--- src/rtl/wburst_rdcut_pkg.sv ---
package wburst_rdcut_pkg;
  typedef enum logic [1:0] {
    CMD_NOP   = 2'b00,
    CMD_WRITE = 2'b01,
    CMD_READ  = 2'b10
  } cmd_e;

  // word pairs per burst for a burst-length code
  function automatic int pairs_of(input logic [2:0] code);
    case (code)
      3'b001:  return 1;
      3'b010:  return 2;
      default: return 4;
    endcase
  endfunction

  // read latency in clocks for a latency code
  function automatic int latency_of(input logic [2:0] code);
    return (code == 3'b010) ? 2 : 3;
  endfunction
endpackage

--- src/rtl/wburst_rdcut_sched.sv ---
module wburst_rdcut_sched
  import wburst_rdcut_pkg::*;
#(
  parameter int AW  = 4,
  parameter int BAW = 2,
  parameter int WW  = 4
) (
  input  logic           clk,
  input  logic           rst_n,
  input  logic           wr_req,
  input  logic           rd_req,
  input  logic [BAW-1:0] req_bank,
  input  logic [AW-1:0]  pairs,
  output cmd_e           p_cmd,
  output logic [BAW-1:0] p_bank,
  output logic [AW-1:0]  p_age,
  output logic [AW-1:0]  p_cut,
  output logic           p_live,
  output logic           p_intr,
  output logic [WW-1:0]  words
);
  logic [AW-1:0]  a_n;
  logic           live_n, rd_want, slot_busy, rd_go, wr_go, intr;
  logic           pend;
  logic [BAW-1:0] pend_bank;

  always_comb begin
    a_n       = (p_age >= pairs + AW'(2)) ? p_age : p_age + AW'(1);
    live_n    = p_live && (a_n <= pairs + AW'(1));
    rd_want   = rd_req || pend;
    slot_busy = live_n && (p_cut == '0) && ((a_n == AW'(1)) || (a_n == pairs + AW'(1)));
    rd_go     = rd_want && !slot_busy;
    wr_go     = wr_req && !rd_want && !live_n;
    intr      = rd_go && live_n && (p_cut == '0);
  end

  always_ff @(posedge clk) begin
    if (!rst_n) begin
      p_cmd     <= CMD_NOP;
      p_bank    <= '0;
      p_age     <= '0;
      p_cut     <= '0;
      p_live    <= 1'b0;
      p_intr    <= 1'b0;
      words     <= '0;
      pend      <= 1'b0;
      pend_bank <= '0;
    end else begin
      p_cmd  <= rd_go ? CMD_READ : (wr_go ? CMD_WRITE : CMD_NOP);
      if (rd_go)      p_bank <= pend ? pend_bank : req_bank;
      else if (wr_go) p_bank <= req_bank;
      pend   <= rd_want && !rd_go;
      if (rd_req && !pend) pend_bank <= req_bank;
      p_intr <= intr;
      if (wr_go) begin
        p_age  <= '0;
        p_live <= 1'b1;
        p_cut  <= '0;
        words  <= WW'({pairs, 1'b0});
      end else begin
        p_age  <= a_n;
        p_live <= live_n;
        if (intr) begin
          p_cut <= a_n;
          words <= WW'({a_n - AW'(2), 1'b0});
        end
      end
    end
  end


  no_back_to_back_chk: assert property (@(posedge clk) disable iff (!rst_n)
    p_cmd == CMD_WRITE |=> p_cmd != CMD_READ);

  tail_gap_chk: assert property (@(posedge clk) disable iff (!rst_n)
    (p_live && p_cut == '0 && p_age == pairs) |=> p_cmd != CMD_READ);

  no_overlap_write_chk: assert property (@(posedge clk) disable iff (!rst_n)
    (p_live && p_age <= pairs) |=> p_cmd != CMD_WRITE);
endmodule

--- src/rtl/wburst_rdcut_stage.sv ---
module wburst_rdcut_stage
  import wburst_rdcut_pkg::*;
#(
  parameter int AW  = 4,
  parameter int BAW = 2
) (
  input  logic           clk,
  input  logic           rst_n,
  input  cmd_e           p_cmd,
  input  logic [BAW-1:0] p_bank,
  input  logic [AW-1:0]  p_age,
  input  logic [AW-1:0]  p_cut,
  input  logic           p_live,
  input  logic           p_intr,
  output cmd_e           o_cmd,
  output logic [BAW-1:0] o_bank,
  output logic [AW-1:0]  o_age,
  output logic [AW-1:0]  o_cut,
  output logic           o_live,
  output logic           o_intr
);
  always_ff @(posedge clk) begin
    if (!rst_n) begin
      o_cmd  <= CMD_NOP;
      o_bank <= '0;
      o_age  <= '0;
      o_cut  <= '0;
      o_live <= 1'b0;
      o_intr <= 1'b0;
    end else begin
      o_cmd  <= p_cmd;
      o_bank <= p_bank;
      o_age  <= p_age;
      o_cut  <= p_cut;
      o_live <= p_live;
      o_intr <= p_intr;
    end
  end
endmodule

--- src/rtl/wburst_rdcut_lane.sv ---
module wburst_rdcut_lane (
  input  logic drive,
  input  logic mask,
  output logic dq_en,
  output logic dqs_en,
  output logic dm_bit
);
  assign dq_en  = drive;
  assign dqs_en = drive;
  assign dm_bit = drive && mask;
endmodule

--- src/rtl/wburst_rdcut.sv ---
module wburst_rdcut
  import wburst_rdcut_pkg::*;
#(
  parameter int MAX_BL = 8,
  parameter int LANES  = 2,
  parameter int BAW    = 2
) (
  input  logic             clk,
  input  logic             rst_n,
  input  logic             wr_req,
  input  logic             rd_req,
  input  logic [BAW-1:0]   req_bank,
  input  logic [2:0]       bl_sel,
  input  logic [2:0]       cl_sel,
  output logic [1:0]       cmd,
  output logic [BAW-1:0]   cmd_bank,
  output logic [LANES-1:0] dq_oe,
  output logic [LANES-1:0] dqs_oe,
  output logic [LANES-1:0] dm,
  output logic [$clog2(MAX_BL+1)-1:0] words_done
);
  localparam int MAXP = MAX_BL / 2;
  localparam int AW   = $clog2(MAXP + 3) + 1;
  localparam int WW   = $clog2(MAX_BL + 1);

  logic [AW-1:0]  pairs, hold_extra;
  cmd_e           p_cmd, o_cmd;
  logic [BAW-1:0] p_bank, o_bank;
  logic [AW-1:0]  p_age, p_cut, o_age, o_cut;
  logic           p_live, p_intr, o_live, o_intr;
  logic           drive_win, mask_win;

  assign pairs      = AW'(pairs_of(bl_sel));
  assign hold_extra = AW'(latency_of(cl_sel) - 2);

  wburst_rdcut_sched #(.AW(AW), .BAW(BAW), .WW(WW)) u_sched (
    .clk(clk), .rst_n(rst_n), .wr_req(wr_req), .rd_req(rd_req),
    .req_bank(req_bank), .pairs(pairs), .p_cmd(p_cmd), .p_bank(p_bank),
    .p_age(p_age), .p_cut(p_cut), .p_live(p_live), .p_intr(p_intr),
    .words(words_done)
  );

  wburst_rdcut_stage #(.AW(AW), .BAW(BAW)) u_stage (
    .clk(clk), .rst_n(rst_n), .p_cmd(p_cmd), .p_bank(p_bank),
    .p_age(p_age), .p_cut(p_cut), .p_live(p_live), .p_intr(p_intr),
    .o_cmd(o_cmd), .o_bank(o_bank), .o_age(o_age), .o_cut(o_cut),
    .o_live(o_live), .o_intr(o_intr)
  );

  // drive window: burst pairs, cut off CL-2 cycles after an interrupting read
  assign drive_win = o_live && (o_age >= AW'(1)) && (o_age <= pairs) &&
                     ((o_cut == '0) || (o_age <= o_cut + hold_extra));
  // mask: pair before the read (read is next) and everything from the read on
  assign mask_win  = p_intr || ((o_cut != '0) && (o_age >= o_cut));

  for (genvar g = 0; g < LANES; g++) begin : g_lane
    wburst_rdcut_lane u_lane (
      .drive(drive_win), .mask(mask_win),
      .dq_en(dq_oe[g]), .dqs_en(dqs_oe[g]), .dm_bit(dm[g])
    );
  end

  assign cmd      = o_cmd;
  assign cmd_bank = o_bank;


  mask_at_read_chk: assert property (@(posedge clk) disable iff (!rst_n)
    (o_cmd == CMD_READ && o_intr) |-> dm == '1);

  mask_needs_drive_chk: assert property (@(posedge clk) disable iff (!rst_n)
    dm != '0 |-> dq_oe == dqs_oe && dq_oe != '0);

  release_cl2_chk: assert property (@(posedge clk) disable iff (!rst_n)
    (o_cmd == CMD_READ && o_intr && cl_sel == 3'b010) |=> dq_oe == '0);

  release_cl3_chk: assert property (@(posedge clk) disable iff (!rst_n)
    (o_cmd == CMD_READ && o_intr && cl_sel != 3'b010) |=> ##1 dq_oe == '0);
endmodule

--- config.mk ---
export PLATFORM = sky130hd
export DESIGN_NAME = wburst_rdcut
export DESIGN_NICKNAME = d
export VERILOG_FILES = /design/src/rtl/wburst_rdcut_pkg.sv /design/src/rtl/wburst_rdcut_sched.sv /design/src/rtl/wburst_rdcut_stage.sv /design/src/rtl/wburst_rdcut_lane.sv /design/src/rtl/wburst_rdcut.sv
export SDC_FILE = /design/constraint.sdc
export NUM_CORES = 1
export LEC_CHECK = 0
export ABC_AREA = 1
export CAP_MARGIN = 20
export CORE_MARGIN = 2
export CORE_UTILIZATION = 44
export DETAILED_ROUTE_END_ITERATION = 8
export DONT_BUFFER_PORTS = 1
export GPL_TIMING_DRIVEN = 0
export SLEW_MARGIN = 20
export SYNTH_ARGS = -nofsm -noshare
export SYNTH_HDL_FRONTEND = slang
export SYNTH_HIERARCHICAL = 1
export SYNTH_SLANG_ARGS = --single-unit
--- constraint.sdc ---
create_clock -name clk -period 3.6 [get_ports clk]
set_input_delay 0.36 -clock clk [delete_from_list [all_inputs] [get_ports clk]]
set_output_delay 0.36 -clock clk [all_outputs]
set_load 0.02 [all_outputs]
Yosys cells after proc, flatten, opt, wreduce, memory -nomap -nowiden
Index checks and enable logic that the tools add are counted.

Add/sub/neg operators: 6. Order comparisons: 6. Equal/unequal tests: 5. Muxes and demuxes: 11. Bitwise logic cells: 1. Reductions and logical operators: 31.

Operators by type and width (number): 1-bit logical AND (15); 4-bit less-or-equal comparator (3); 4-bit two-way mux (3); 4-bit greater-or-equal comparator (2); 4-bit zero test (2); 2-bit two-way mux (4); 3-bit by 2-bit equality test with 1-bit output, second input constant (2); 3-bit case mux with 2 select lines (1); 1-bit zero test (5); 3-bit by 1-bit adder with 4-bit output, second input constant (1); 3-bit by 2-bit adder with 4-bit output, second input constant (1); 4-bit by 1-bit adder with 4-bit output, second input constant (1); 4-bit adder (1); 4-bit by 1-bit equality test with 1-bit output, second input constant (1); 4-bit equality test (1); 4-bit by 1-bit greater-or-equal comparator with 1-bit output, second input constant (1); 1-bit logical OR (4); 2-bit nonzero test (2); 4-bit nonzero test (1); 2-bit OR reduction (2); 3-bit by 1-bit equality test with 1-bit output, second input constant (1); 1-bit two-way mux (3); 2-bit by 2-bit subtractor with 3-bit output, second input constant (1); 3-bit by 2-bit subtractor with 3-bit output, second input constant (1); 1-bit NOT (1).

Bits in registers: 33. Output and inout port bits: 14. Logic and storage cells: 75.

Logic depth before layout (Yosys ltp)
Gate-level depths: netlist of run 1.

Word-level depth: 15. Depth in mapped cells: 30. Depth with buffers taken out: 30.

Cells and area by module
Netlist of run 1, hierarchy kept.

Modules (own cells, without submodules): wburst_rdcut_sched (times used 1, cells an instance 165, area each 1331.3 um^2, sequential area each 400.4 um^2); wburst_rdcut (times used 1, cells an instance 74, area each 440.4 um^2, sequential area each 0.0 um^2); wburst_rdcut_stage (times used 1, cells an instance 43, area each 396.6 um^2, sequential area each 280.3 um^2); wburst_rdcut_lane (times used 2, cells an instance 4, area each 22.5 um^2, sequential area each 0.0 um^2).

Worst setup path before layout of run 1
Ideal clock, no wire load.

Kind: input-to-reg. Start: input bl_sel[2]. End: register u_sched.p_bank[1]. Setup time: 0.115 ns. Arrival: 3.360 ns. Data required time: 3.485 ns. Slack: 0.125 ns. Cell stages on the path: 26. Path through: nor3_2 > inv_2 > nand2_1 > inv_2 > ha_1 > xnor2_1 > ha_1 > nand2_2 > inv_4 > nand2_4 > nand4_1 > nor3_1 > xor2_1 > ha_1 > nand2_1 > inv_1 > nand2_2 > inv_2 > nand2_2 > nand2_4 > nand2_4 > nand4_4 > nand2_2 > nand2_2 > o21bai_1 > nor2_1.

Word-level cells in the longest chain between the ends: 12.

RTL lines: from (decl) (line wburst_rdcut.sv:13) `input logic [2:0] bl_sel,`; 3-bit by 2-bit equality test with 1-bit output / 3-bit by 1-bit equality test with 1-bit output (equally long branches) (line wburst_rdcut_pkg.sv:10) `case (code)`; 3-bit case mux with 2 select lines (*) (line wburst_rdcut_pkg.sv:10); via pairs[2] (line wburst_rdcut.sv:26) `logic [AW-1:0] pairs, hold_extra;`; 3-bit by 2-bit adder with 4-bit output (*) (line wburst_rdcut_sched.sv:28) `a_n = (p_age >= pairs + AW'(2)) ? p_age : p_age + AW'(1);`; 4-bit greater-or-equal comparator (*) (line wburst_rdcut_sched.sv:28); 4-bit two-way mux (*) (line wburst_rdcut_sched.sv:28); via u_sched.a_n[3] (line wburst_rdcut_sched.sv:22) `logic [AW-1:0] a_n;`; 4-bit less-or-equal comparator (line wburst_rdcut_sched.sv:29) `live_n = p_live && (a_n <= pairs + AW'(1));`; 1-bit logical AND (line wburst_rdcut_sched.sv:29); 1-bit logical AND (2 in series) (line wburst_rdcut_sched.sv:31) `slot_busy = live_n && (p_cut == '0) && ((a_n == AW'(1)) || (a_n == pairs + AW'(1)));`; 1-bit zero test (line wburst_rdcut_sched.sv:32) `rd_go = rd_want && !slot_busy;`; 1-bit logical AND (line wburst_rdcut_sched.sv:32); 2-bit two-way mux / 2-bit nonzero test (equally long branches); to (signal assigned) (line wburst_rdcut_sched.sv:50) `if (rd_go) p_bank <= pend ? pend_bank : req_bank;`; to (signal assigned) (line wburst_rdcut_sched.sv:51) `else if (wr_go) p_bank <= req_bank;`; to (decl) (line wburst_rdcut_sched.sv:15) `output logic [BAW-1:0] p_bank,`.

Mark *: on every way through the listed nets, which the timed path passes. The rest lies on a longest branch. A chain may end at the register's enable or synchronous reset.

Worst setup path after layout of run 1
Start: input bl_sel[0]. End: register u_sched.words[2].

Word-level cells in the longest chain between the ends: 14.

RTL lines: 3-bit by 2-bit equality test with 1-bit output / 3-bit by 1-bit equality test with 1-bit output (equally long branches) (line wburst_rdcut_pkg.sv:10); 3-bit case mux with 2 select lines (*) (line wburst_rdcut_pkg.sv:10); via pairs[1] (line wburst_rdcut.sv:26); 3-bit by 2-bit adder with 4-bit output (*) (line wburst_rdcut_sched.sv:28); 4-bit greater-or-equal comparator (*) (line wburst_rdcut_sched.sv:28); 4-bit two-way mux (*) (line wburst_rdcut_sched.sv:28); via u_sched.a_n[3] (line wburst_rdcut_sched.sv:22); 4-bit less-or-equal comparator (line wburst_rdcut_sched.sv:29); 1-bit logical AND (line wburst_rdcut_sched.sv:29); 1-bit logical AND (2 in series) (line wburst_rdcut_sched.sv:31); 1-bit zero test (line wburst_rdcut_sched.sv:32); 1-bit logical AND (line wburst_rdcut_sched.sv:32); 1-bit logical AND (2 in series) (line wburst_rdcut_sched.sv:34) `intr = rd_go && live_n && (p_cut == '0);`; 2-bit nonzero test (no line); to (signal assigned) (line wburst_rdcut_sched.sv:59) `words <= WW'({pairs, 1'b0});`; to (signal assigned) (line wburst_rdcut_sched.sv:65) `words <= WW'({a_n - AW'(2), 1'b0});`; to (decl) (line wburst_rdcut_sched.sv:20) `output logic [WW-1:0] words`.

Mark *: on every way through the listed nets, which the timed path passes. The rest lies on a longest branch. The select of a mux whose other input is x is not followed.

==> results by group, run 1 <==
Timing
  • Hold Vio Cnt, Final: 0
  • Final setup skew: 0.00401 ns
  • Setup repair after global routing missed its margin: false
  • Pins over their slew limit: 0
  • Worst-Margin Slew: 1.08 ns
  • Final cycle utilization of the critical path: 93.4%
  • Max-slew headroom at the worst pin: 27.4%
  • Final setup violation count: 0
  • Max Clk Rate: 297 MHz
  • Final critical-path required period: 3.36 ns

Place
  • Routability congestion estimate: 0.792
  • Detail Placement HPWL: 3020 um
  • Placed Cells: 355
  • Area of placed instances: 2270 um2
  • I/O Buffers: 0

Synth
  • Number of warnings issued by yosys: 6
  • Mapped Cells: 287
  • Netlist area before placement: 2190 um2
  • Average footprint of a synthesized cell: 7.62 um2

Drt
  • # DRC: 0
  • Average wire per cell in the routed design: 10.5 um
  • Detailed Route WL: 3920 um
  • Count of TritonRoute iterations in the first routing pass: 5
  • Via-per-instance ratio: 4.58
  • Iteration-0 DRC count of the detailed router: 36
  • Post-route antenna net violation count: 0
  • Total vias in the final route: 1,712

GRT
  • Wire length of the first global-routing pass: 6390 um
  • Grt ovf: 0
  • Maximum number of pins on one net before global-route repair: 12
  • Initial antenna violation count: 0
  • Via count of the first global-routing pass: 1,494
  • All-Layer GR Usage: 14.8%

Die
  • Effective utilization at floorplan: 46.0%
  • Core footprint: 4750 um2
  • Number of top-level pins: 26
  • Die footprint: 5550 um2
  • Die H: 74.5 um
  • Cell row count: 25
  • Width of the die: 74.5 um

Pwr
  • Max VDD drop: 0.262 mV
  • Power density relative to cell area: 436 nW/um2
  • Cell leakage power: 1.37 nW
  • Final Power: 1.10 mW

Clocking
  • Inserted Clock Buffers: 5
  • Clock tree from TritonCTS: done
  • Clock root cell: clkbuf_8
  • Clock Tree Buf Depth: 2
  • Source-to-sink clock delay at the later pin of the worst-skew pair: 0.27 ns
  • H-tree lvl count: 2
  • Clock-pin slew of the registers on the worst-case setup and hold paths: 0.07 ns
  • Number of sinks handled by clock tree synthesis: 33

Critical path
  • Data required time of the critical path: 3.77 ns
  • Depth of the worst register-to-register path: 20
  • Crit Reg-Reg Endpoint: u_sched/words[2]$_SDFFE_PN0P_
  • Critical R2R Launch: u_sched/p_age[1]$_SDFF_PP0_
  • Largest fanout of any net on the critical path: 7
  • Data arrival at the endpoint of the critical path: 3.54 ns
  • Reg2reg setup slack: 0.64 ns
  • Critical Path Start Type: primary input
  • Startpoint-to-endpoint class of the critical path: in2reg
  • Worst Setup End Kind: flop

Min path
  • Beginning of the worst hold path: rst_n
  • Cell depth of the worst min-delay path: 2
  • Worst Hold Path EP: u_stage/o_bank[0]$_SDFF_PN0_
  • Type of the tightest min-delay check: in2reg

Status
  • Outcome: completed

Cells and area
  • Fraction of layout instances using a drive strength above 1: 25.4%
  • Finished Cell Area: 2530 um2
  • ANT cells: 0
  • Synthesis-to-finish area growth: 15.7%
  • Final Net Count: 341
  • Finished Layout Cells: 374

Flow run
  • Max-Cap Viols: 0
-- critical path, stage by stage --
cell and delay [ns]:
inv_2 0.06, nand2_2 0.06, nor2_4 0.13, inv_2 0.06, nand2_4 0.08, inv_4 0.05, ha_4 0.17, xnor2_4 0.17
ha_4 0.24, a21oi_4 0.19, nand4_1 0.18, nor3_2 0.23, xor2_1 0.25, ha_1 0.30, nand2_1 0.08, inv_2 0.05
nand2_2 0.06, inv_2 0.03, nand2_2 0.06, nand2_4 0.06, a21oi_4 0.18, nand4_4 0.18, nand2_1 0.15, nand2_1 0.05
nand2_1 0.05, nand2_1 0.04
-- timing repair --
action | CTS | global route
hold buffers | 0 | 0
buffers inserted | 1 | 10
pin swaps | 1 | 11
resized for setup | 2 | 15
hold endpoints to repair | 0 | 0
endpoints found under the setup margin | 13 | 17
-- area by class of cell --
type	instances	area [um2]
clock inverter	2	10.0
clock buffer	6	72.6
timing repair buffer	11	82.6
buffer	6	48.8
sequential	33	661
inverter	61	236
fill	499	2220
tap	67	83.8
multi-input combinational	188	1340
-- sequential cells by signal, summed over array words and instances (netlist names) --
name               flops
u_sched/p_age          4
u_sched/p_cut          4
u_stage/o_age          4
u_stage/o_cut          4
u_sched/words          3
u_sched/p_bank         2
u_sched/p_cmd          2
u_sched/pend_bank      2
u_stage/o_bank         2
u_stage/o_cmd          2
u_sched/p_intr         1
u_sched/p_live         1
u_sched/pend           1
u_stage/o_live         1
-- routing by layer --
layer	vias up	global-route usage (%)	part of all wire (%)
met5	-	0	0
met4	0	3.57	0.26
met3	2	3.66	3.7
met2	29	25.0	49
met1	767	18.9	47
li1	914	-	-
-- power by group --
| part | total [mW] | leakage [nW] | switching, mW | internal [mW] |
|---|---|---|---|---|
| logic | 0.416 | 1.06 | 0.253 | 0.162 |
| clock network | 0.255 | 0.0450 | 0.121 | 0.134 |
| registers | 0.434 | 0.269 | 0.0366 | 0.397 |
| total | 1.10 | 1.37 | 0.411 | 0.693 |
-- cell usage in the layout (no fill, tap or decap), types with 3 or more instances in the layout --
cell	instances
xnor2_1	3
nand4_4	3
dfxtp_1	33
a21oi_1	8
ha_1	20
nand2_1	61
xor2_1	3
inv_1	49
nand3_1	8
clkbuf_8	5
nor2_4	3
nand2_2	11
inv_4	3
nand4_1	5
buf_4	16
ha_4	3
conb_1	3
inv_2	9
nor2_1	25
nand2_4	9
-- metrics by stage --
| step | worst slack [ns] | hold WS (ns) | TNS [ns] | util, % |
|---|---|---|---|---|
| floorplan | 0.125 | 0.386 | 0 | - |
| global placement | -0.424 | 0.411 | -5.46 | 47.8 |
| detailed placement | -0.442 | 0.406 | -5.83 | 47.8 |
| CTS | 0.00978 | 0.177 | 0 | 49.9 |
| global route | 0.00467 | 0.180 | 0 | 53.2 |
| finish | 0.236 | 0.186 | 0 | 53.2 |
-- worst max-delay path by stage --
stage	end	startpoint	depth (start not counted)	slack, ns
finish	u_sched/words[2]$_SDFFE_PN0P_	bl_sel[0]	26	0.24
global route	u_sched/words[2]$_SDFFE_PN0P_	bl_sel[0]	26	0.005
CTS	u_sched/words[1]$_SDFFE_PN0P_	bl_sel[0]	25	0.01
detailed placement	u_sched/words[1]$_SDFFE_PN0P_	bl_sel[2]	23	-0.44
global placement	u_sched/words[1]$_SDFFE_PN0P_	bl_sel[2]	21	-0.42
floorplan	u_sched/p_bank[1]$_SDFFE_PN0P_	bl_sel[2]	26	0.13
Power figures use the tool's default switching activity.
==> run 2: changes to the inputs <==
CTS_BUF_LIST = sky130_fd_sc_hd__clkbuf_16   (was not set)
==> results by group, run 2 (synthesized netlist as in run 1, its figures left out) <==
Pwr
  • Internal power: 0.810 mW (+17%)
  • Clock power share: 31.3% (+8.2 points)
  • Sw Share: 34.4% (-2.9 points)
  • Cell leakage power: 1.40 nW (+2.2%)
  • Sw power: 0.425 mW (+3.3%)
  • Flop pwr share: 35.2% (-4.1 points)
  • Power density relative to cell area: 477 nW/um2 (+9.4%)
  • Max VDD drop: 0.369 mV (+41%)
  • Share of total power in combinational logic: 33.5% (-4.1 points)

Clocking
  • Clock Tree Buf Depth: 2 (unchanged)
  • H-tree lvl count: 2 (unchanged)
  • Clock root cell: clkbuf_16
  • Number of hold-repair buffers added at the cts stage: 0 (unchanged)
  • Clock tree from TritonCTS: done
  • Inserted Clock Buffers: 5 (unchanged)
  • Number of sinks handled by clock tree synthesis: 33 (unchanged)
  • Clock-pin slew of the registers on the worst-case setup and hold paths: 0.05 ns (-0.02 ns)
  • Source-to-sink clock delay at the later pin of the worst-skew pair: 0.27 ns (about the same)

Min path
  • Type of the tightest min-delay check: in2reg
  • Beginning of the worst hold path: rst_n

Cells and area
  • ANT cells: 0 (unchanged)
  • Leading cell type in the layout, fill and taps excluded: nand2_1
  • Final Net Count: 341 (unchanged)
  • Fraction of layout instances using a drive strength above 1: 25.4% (unchanged)
  • Top library cells by usage in the layout, fill and taps aside: nand2_1 (61), inv_1 (50), dfxtp_1 (33)
  • Util after Layout: 54.4% (+1.2 points)
  • Synthesis-to-finish area growth: 18.3%

Critical path
  • Worst Setup End Kind: flop
  • Critical Path Start Type: primary input
  • Critical R2R Launch: u_sched/p_age[0]$_SDFF_PP0_
  • Top cell family by delay on the critical path: simple AND/OR/NAND/NOR gates
  • Startpoint-to-endpoint class of the critical path: in2reg
  • Bufs and invs on worst path: 6 (+1)
  • Data arrival at the endpoint of the critical path: 3.54 ns (about the same)
  • Data required time of the critical path: 3.76 ns (about the same)
  • Slowest cell on crit path: ha_1
  • Largest fanout of any net on the critical path: 7 (unchanged)
  • Largest stage delay on the critical path: 0.30 ns (about the same)
  • Worst setup path start: bl_sel[0]
  • CP most frequent cell: nand2_1

Die
  • Core footprint: 4750 um2 (unchanged)
  • Number of top-level pins: 26 (unchanged)
  • Cell row count: 25 (unchanged)
  • Width of the die: 74.5 um (unchanged)
  • Die footprint: 5550 um2 (unchanged)
  • Effective utilization at floorplan: 46.0% (unchanged)
  • Die H: 74.5 um (unchanged)

Timing
  • Final setup violation count: 0 (unchanged)
  • Worst-Margin Slew: 1.08 ns (+0.00635 ns)
  • Worst setup slack after layout: 0.230 ns (-0.00631 ns)
  • Pins over their slew limit: 0 (unchanged)
  • Final cycle utilization of the critical path: 93.6% (+0.18 points)
  • Final critical-path required period: 3.37 ns (+0.00631 ns)
  • Max-slew headroom at the worst pin: 27.0% (-0.43 points)
  • Final setup skew: 0.00135 ns (-0.00266 ns)
  • Max Clk Rate: 297 MHz (-0.19%)
  • Hold Vio Cnt, Final: 0 (unchanged)

Place
  • Routability congestion estimate: 0.792 (unchanged)
  • Detail Placement HPWL: 3020 um (unchanged)
  • Minimum setup slack after placement: -0.442 ns (unchanged)
  • I/O Buffers: 0 (unchanged)

Flow run
  • Max-Cap Viols: 0 (unchanged)

Drt
  • Count of TritonRoute iterations in the first routing pass: 4 (-1)
  • Iteration-0 DRC count of the detailed router: 43 (+19%)
  • Post-route antenna net violation count: 0 (unchanged)
  • # DRC: 0 (unchanged)
  • Via-per-instance ratio: 4.52 (-1.2%)
  • Total vias in the final route: 1,692 (-1.2%)
  • Average wire per cell in the routed design: 10.4 um (-1.1%)
  • Detailed Route WL: 3870 um (-1.1%)

GRT
  • Grt ovf: 0 (unchanged)
  • Maximum number of pins on one net before global-route repair: 12 (unchanged)
  • Wire length of the first global-routing pass: 6410 um (+0.33%)
  • Via count of the first global-routing pass: 1,499 (+0.33%)
  • All-Layer GR Usage: 14.9% (+0.11 points)
  • Initial antenna violation count: 0 (unchanged)

Status
  • Outcome: completed
run 2: what timing repair did:
item | CTS | global route
buffers inserted | 1 | 10
resized for setup | 2 | 15
pin swaps | 1 | 11
hold endpoints to repair | 0 | 0
setup endpoints to repair | 13 | 17
run 2: path summary, 6_finish.rpt:
| check | endpoint | slack (ns) | depth (start not counted) |
|---|---|---|---|
| worst min-delay path | u_stage/o_bank[0]$_SDFF_PN0_ | 0.19 | 2 |
| worst max register to register | u_sched/words[2]$_SDFFE_PN0P_ | 0.64 | 21 |
| worst min register to register | u_stage/o_cmd[1]$_SDFF_PN0_ | 0.41 | 2 |
| worst max-delay path | u_sched/words[2]$_SDFFE_PN0P_ | 0.23 | 28 |
run 2: routing by layer:
metal  up-vias  share of wire (%)  track usage, %  wire (um)
met5         -                  0               0          0
met4         0               0.88            4.17         34
met3         4                3.6            3.66        138
met2        27                 49            25.1       1880
met1       748                 47            18.9       1810
li1        913                  -               -          -
run 2: layout make-up:
class	count	area, um2
Fill cell	485	2170
Multi-Input combinational cell	188	1340
Sequential cell	33	661
Inverter	61	236
Clock buffer	5	125
Tap cell	67	83.8
Timing Repair Buffer	11	82.6
Buffer	6	48.8
Clock inverter	3	13.8
run 2: per-stage QoR:
stage	power, mW	cells	area [um2]	hold WS, ns	TNS [ns]
global route	1.31	374	2590	0.192	-0.00367
global placement	0.823	355	2270	0.411	-5.46
detailed placement	0.829	355	2270	0.406	-5.83
floorplan	0.769	288	2190	0.386	0
finish	1.23	374	2590	0.187	0
CTS	1.22	364	2430	0.185	0
run 2: power by group through the flow:
| stage | clock network [mW] | logic (mW) | registers [mW] |
|---|---|---|---|
| 6_report | 0.386 | 0.414 | 0.435 |
| 5_1_grt | 0.409 | 0.466 | 0.439 |
| 4_1_cts | 0.394 | 0.391 | 0.434 |
| 3_5_place_dp | 0 | 0.387 | 0.442 |
| 3_3_place_gp | 0 | 0.382 | 0.442 |
| 2_1_floorplan | 0 | 0.336 | 0.434 |
==> run 3: changes to the inputs <==
CAP_MARGIN = not set   (was 20)
CORE_ASPECT_RATIO = 0.75   (was not set)
==> results by group, run 3 (synthesized netlist as in run 1, its figures left out) <==
Status
  • Outcome: completed

Drt
  • Detailed Route WL: 3960 um (+2.4%)
  • Average wire per cell in the routed design: 10.9 um (+5.5%)
  • Count of TritonRoute iterations in the first routing pass: 4 (unchanged)
  • Post-route antenna net violation count: 0 (unchanged)
  • # DRC: 0 (unchanged)
  • Iteration-0 DRC count of the detailed router: 42 (-2.3%)
  • Total vias in the final route: 1,671 (-1.2%)
  • Via-per-instance ratio: 4.60 (+1.8%)

Critical path
  • CP most frequent cell: nand2_1
  • Critical Path Start Type: primary input
  • Data arrival at the endpoint of the critical path: 3.58 ns (+0.04 ns)
  • Slowest cell on crit path: ha_1
  • Crit Reg-Reg Endpoint: u_sched/words[2]$_SDFFE_PN0P_
  • Worst Setup End Kind: flop
  • Largest stage delay on the critical path: 0.29 ns (about the same)
  • Data required time of the critical path: 3.77 ns (about the same)
  • Startpoint-to-endpoint class of the critical path: in2reg
  • Largest fanout of any net on the critical path: 7 (unchanged)
  • Crit path depth: 26 (-7.1%)
  • Reg2reg setup slack: 0.70 ns (+0.06 ns)
  • Bufs and invs on worst path: 5 (-1)
  • Depth of the worst register-to-register path: 18 (-14%)
  • Top cell family by delay on the critical path: simple AND/OR/NAND/NOR gates
  • Critical R2R Launch: u_sched/p_age[3]$_SDFF_PP0_

GRT
  • Grt ovf: 0 (unchanged)
  • Wire length of the first global-routing pass: 6690 um (+4.3%)
  • All-Layer GR Usage: 15.4% (+0.53 points)
  • Maximum number of pins on one net before global-route repair: 12 (unchanged)
  • Initial antenna violation count: 0 (unchanged)
  • Via count of the first global-routing pass: 1,513 (+0.93%)

Die
  • Width of the die: 85.4 um (+15%)
  • Core footprint: 4840 um2 (+1.9%)
  • Cell row count: 22 (-12%)
  • Number of top-level pins: 26 (unchanged)
  • Effective utilization at floorplan: 45.1% (-0.85 points)
  • Die H: 65.0 um (-13%)
  • Die footprint: 5550 um2 (+0.11%)

Min path
  • Type of the tightest min-delay check: in2reg
  • Beginning of the worst hold path: rst_n
  • Worst Hold Path EP: u_stage/o_cmd[0]$_SDFF_PN0_
  • Cell depth of the worst min-delay path: 2 (unchanged)

Pwr
  • Internal power: 0.943 mW (+16%)
  • Power density relative to cell area: 539 nW/um2 (+13%)
  • Max VDD drop: 0.360 mV (-2.3%)
  • Sw power: 0.432 mW (+1.7%)
  • Clock power share: 39.2% (+7.9 points)
  • Share of total power in combinational logic: 29.2% (-4.3 points)
  • Flop pwr share: 31.5% (-3.7 points)
  • Sw Share: 31.4% (-3.0 points)
  • Cell leakage power: 1.41 nW (+0.19%)

Cells and area
  • Synthesis-to-finish area growth: 16.7%
  • Fraction of layout instances using a drive strength above 1: 22.8% (-2.6 points)
  • Util after Layout: 52.6% (-1.8 points)
  • Top library cells by usage in the layout, fill and taps aside: nand2_1 (64), inv_1 (50), dfxtp_1 (33)
  • ANT cells: 0 (unchanged)
  • Finished Cell Area: 2550 um2 (-1.4%)
  • Leading cell type in the layout, fill and taps excluded: nand2_1
  • Final Net Count: 337 (-1.2%)

Place
  • Area of placed instances: 2260 um2 (-0.39%)
  • Minimum setup slack after placement: -0.491 ns (-0.0493 ns)
  • I/O Buffers: 0 (unchanged)
  • Detail Placement HPWL: 3050 um (+1.1%)
  • Routability congestion estimate: 0.840 (+6.0%)

Clocking
  • Source-to-sink clock delay at the later pin of the worst-skew pair: 0.27 ns (about the same)
  • Clock tree from TritonCTS: done
  • Number of sinks handled by clock tree synthesis: 33 (unchanged)
  • Number of hold-repair buffers added at the cts stage: 0 (unchanged)
  • Clock-pin slew of the registers on the worst-case setup and hold paths: 0.05 ns (about the same)
  • Inserted Clock Buffers: 5 (unchanged)
  • H-tree lvl count: 2 (unchanged)
  • Clock root cell: clkbuf_16
  • Clock Tree Buf Depth: 2 (unchanged)

Timing
  • Pins over their slew limit: 0 (unchanged)
  • Hold Vio Cnt, Final: 0 (unchanged)
  • Setup_tns: 0 ns (unchanged)
  • Worst setup slack after layout: 0.186 ns (-0.0435 ns)
  • Final critical-path required period: 3.41 ns (+0.0435 ns)
  • Final setup violation count: 0 (unchanged)
  • Max-slew headroom at the worst pin: 52.5% (+25 points)
  • Final setup skew: 0.00352 ns (+0.00217 ns)
  • Final-layout worst hold slack: 0.200 ns (+0.0128 ns)
  • Worst-Margin Slew: 0.706 ns (-0.378 ns)
  • Max Clk Rate: 293 MHz (-1.3%)
  • Final cycle utilization of the critical path: 94.8% (+1.2 points)

Flow run
  • Max-Cap Viols: 0 (unchanged)
run 3: changes by cell type in the layout (fill, tap and decap cells not counted), sizes merged:
cell	previous run	this run
buf	17	13
bufinv	0	2
inv	62	61
clkinv	2	1
run 3: layout make-up:
type | count | area [um2]
clock buffers | 5 | 125
clock inverters | 3 | 65.1
inverters | 61 | 234
multi-input cells | 188 | 1290
plain buffers | 6 | 48.8
flip-flops and latches | 33 | 661
repair buffers | 7 | 52.6
fillers | 469 | 2290
well taps | 60 | 75.1
run 3: power by group through the flow:
stage	clock, mW	combinational [mW]	sequential, mW
5_1_grt	0.573	0.449	0.438
6_report	0.540	0.402	0.433
2_1_floorplan	0	0.336	0.434
4_1_cts	0.551	0.396	0.434
3_5_place_dp	0	0.389	0.441
3_3_place_gp	0	0.383	0.441
run 3: metrics by stage:
stage | total power, mW | cells
after CTS | 1.38 | 361
after global routing | 1.46 | 363
after floorplan | 0.769 | 288
final | 1.37 | 363
after detailed placement | 0.831 | 348
after global placement | 0.824 | 348
run 3: worst max path at each step:
stage | slack [ns] | end | from
6_report | 0.19 | u_sched/words[2]$_SDFFE_PN0P_ | bl_sel[0]
5_1_grt | -0.05 | u_sched/p_bank[0]$_SDFFE_PN0P_ | bl_sel[0]
4_1_cts | 0.03 | u_sched/words[2]$_SDFFE_PN0P_ | bl_sel[0]
3_3_place_gp | -0.49 | u_sched/words[1]$_SDFFE_PN0P_ | bl_sel[2]
2_1_floorplan | 0.13 | u_sched/p_bank[1]$_SDFFE_PN0P_ | bl_sel[2]
3_5_place_dp | -0.49 | u_sched/words[1]$_SDFFE_PN0P_ | bl_sel[2]
run 3: what timing repair did:
item                       in CTS  in global routing
pin swaps                       2                  4
resized for setup               4                  2
setup endpoints to repair      14                 14
hold endpoints to repair        0                  0
setup buffers                   5                  2
run 3: routing by layer:
metal	up-vias	global-route usage (%)	wire (um)
li1	909	-	-
met1	735	21.4	2090
met2	22	23.2	1720
met3	5	5.22	134
met4	0	2.98	21
met5	-	0	0
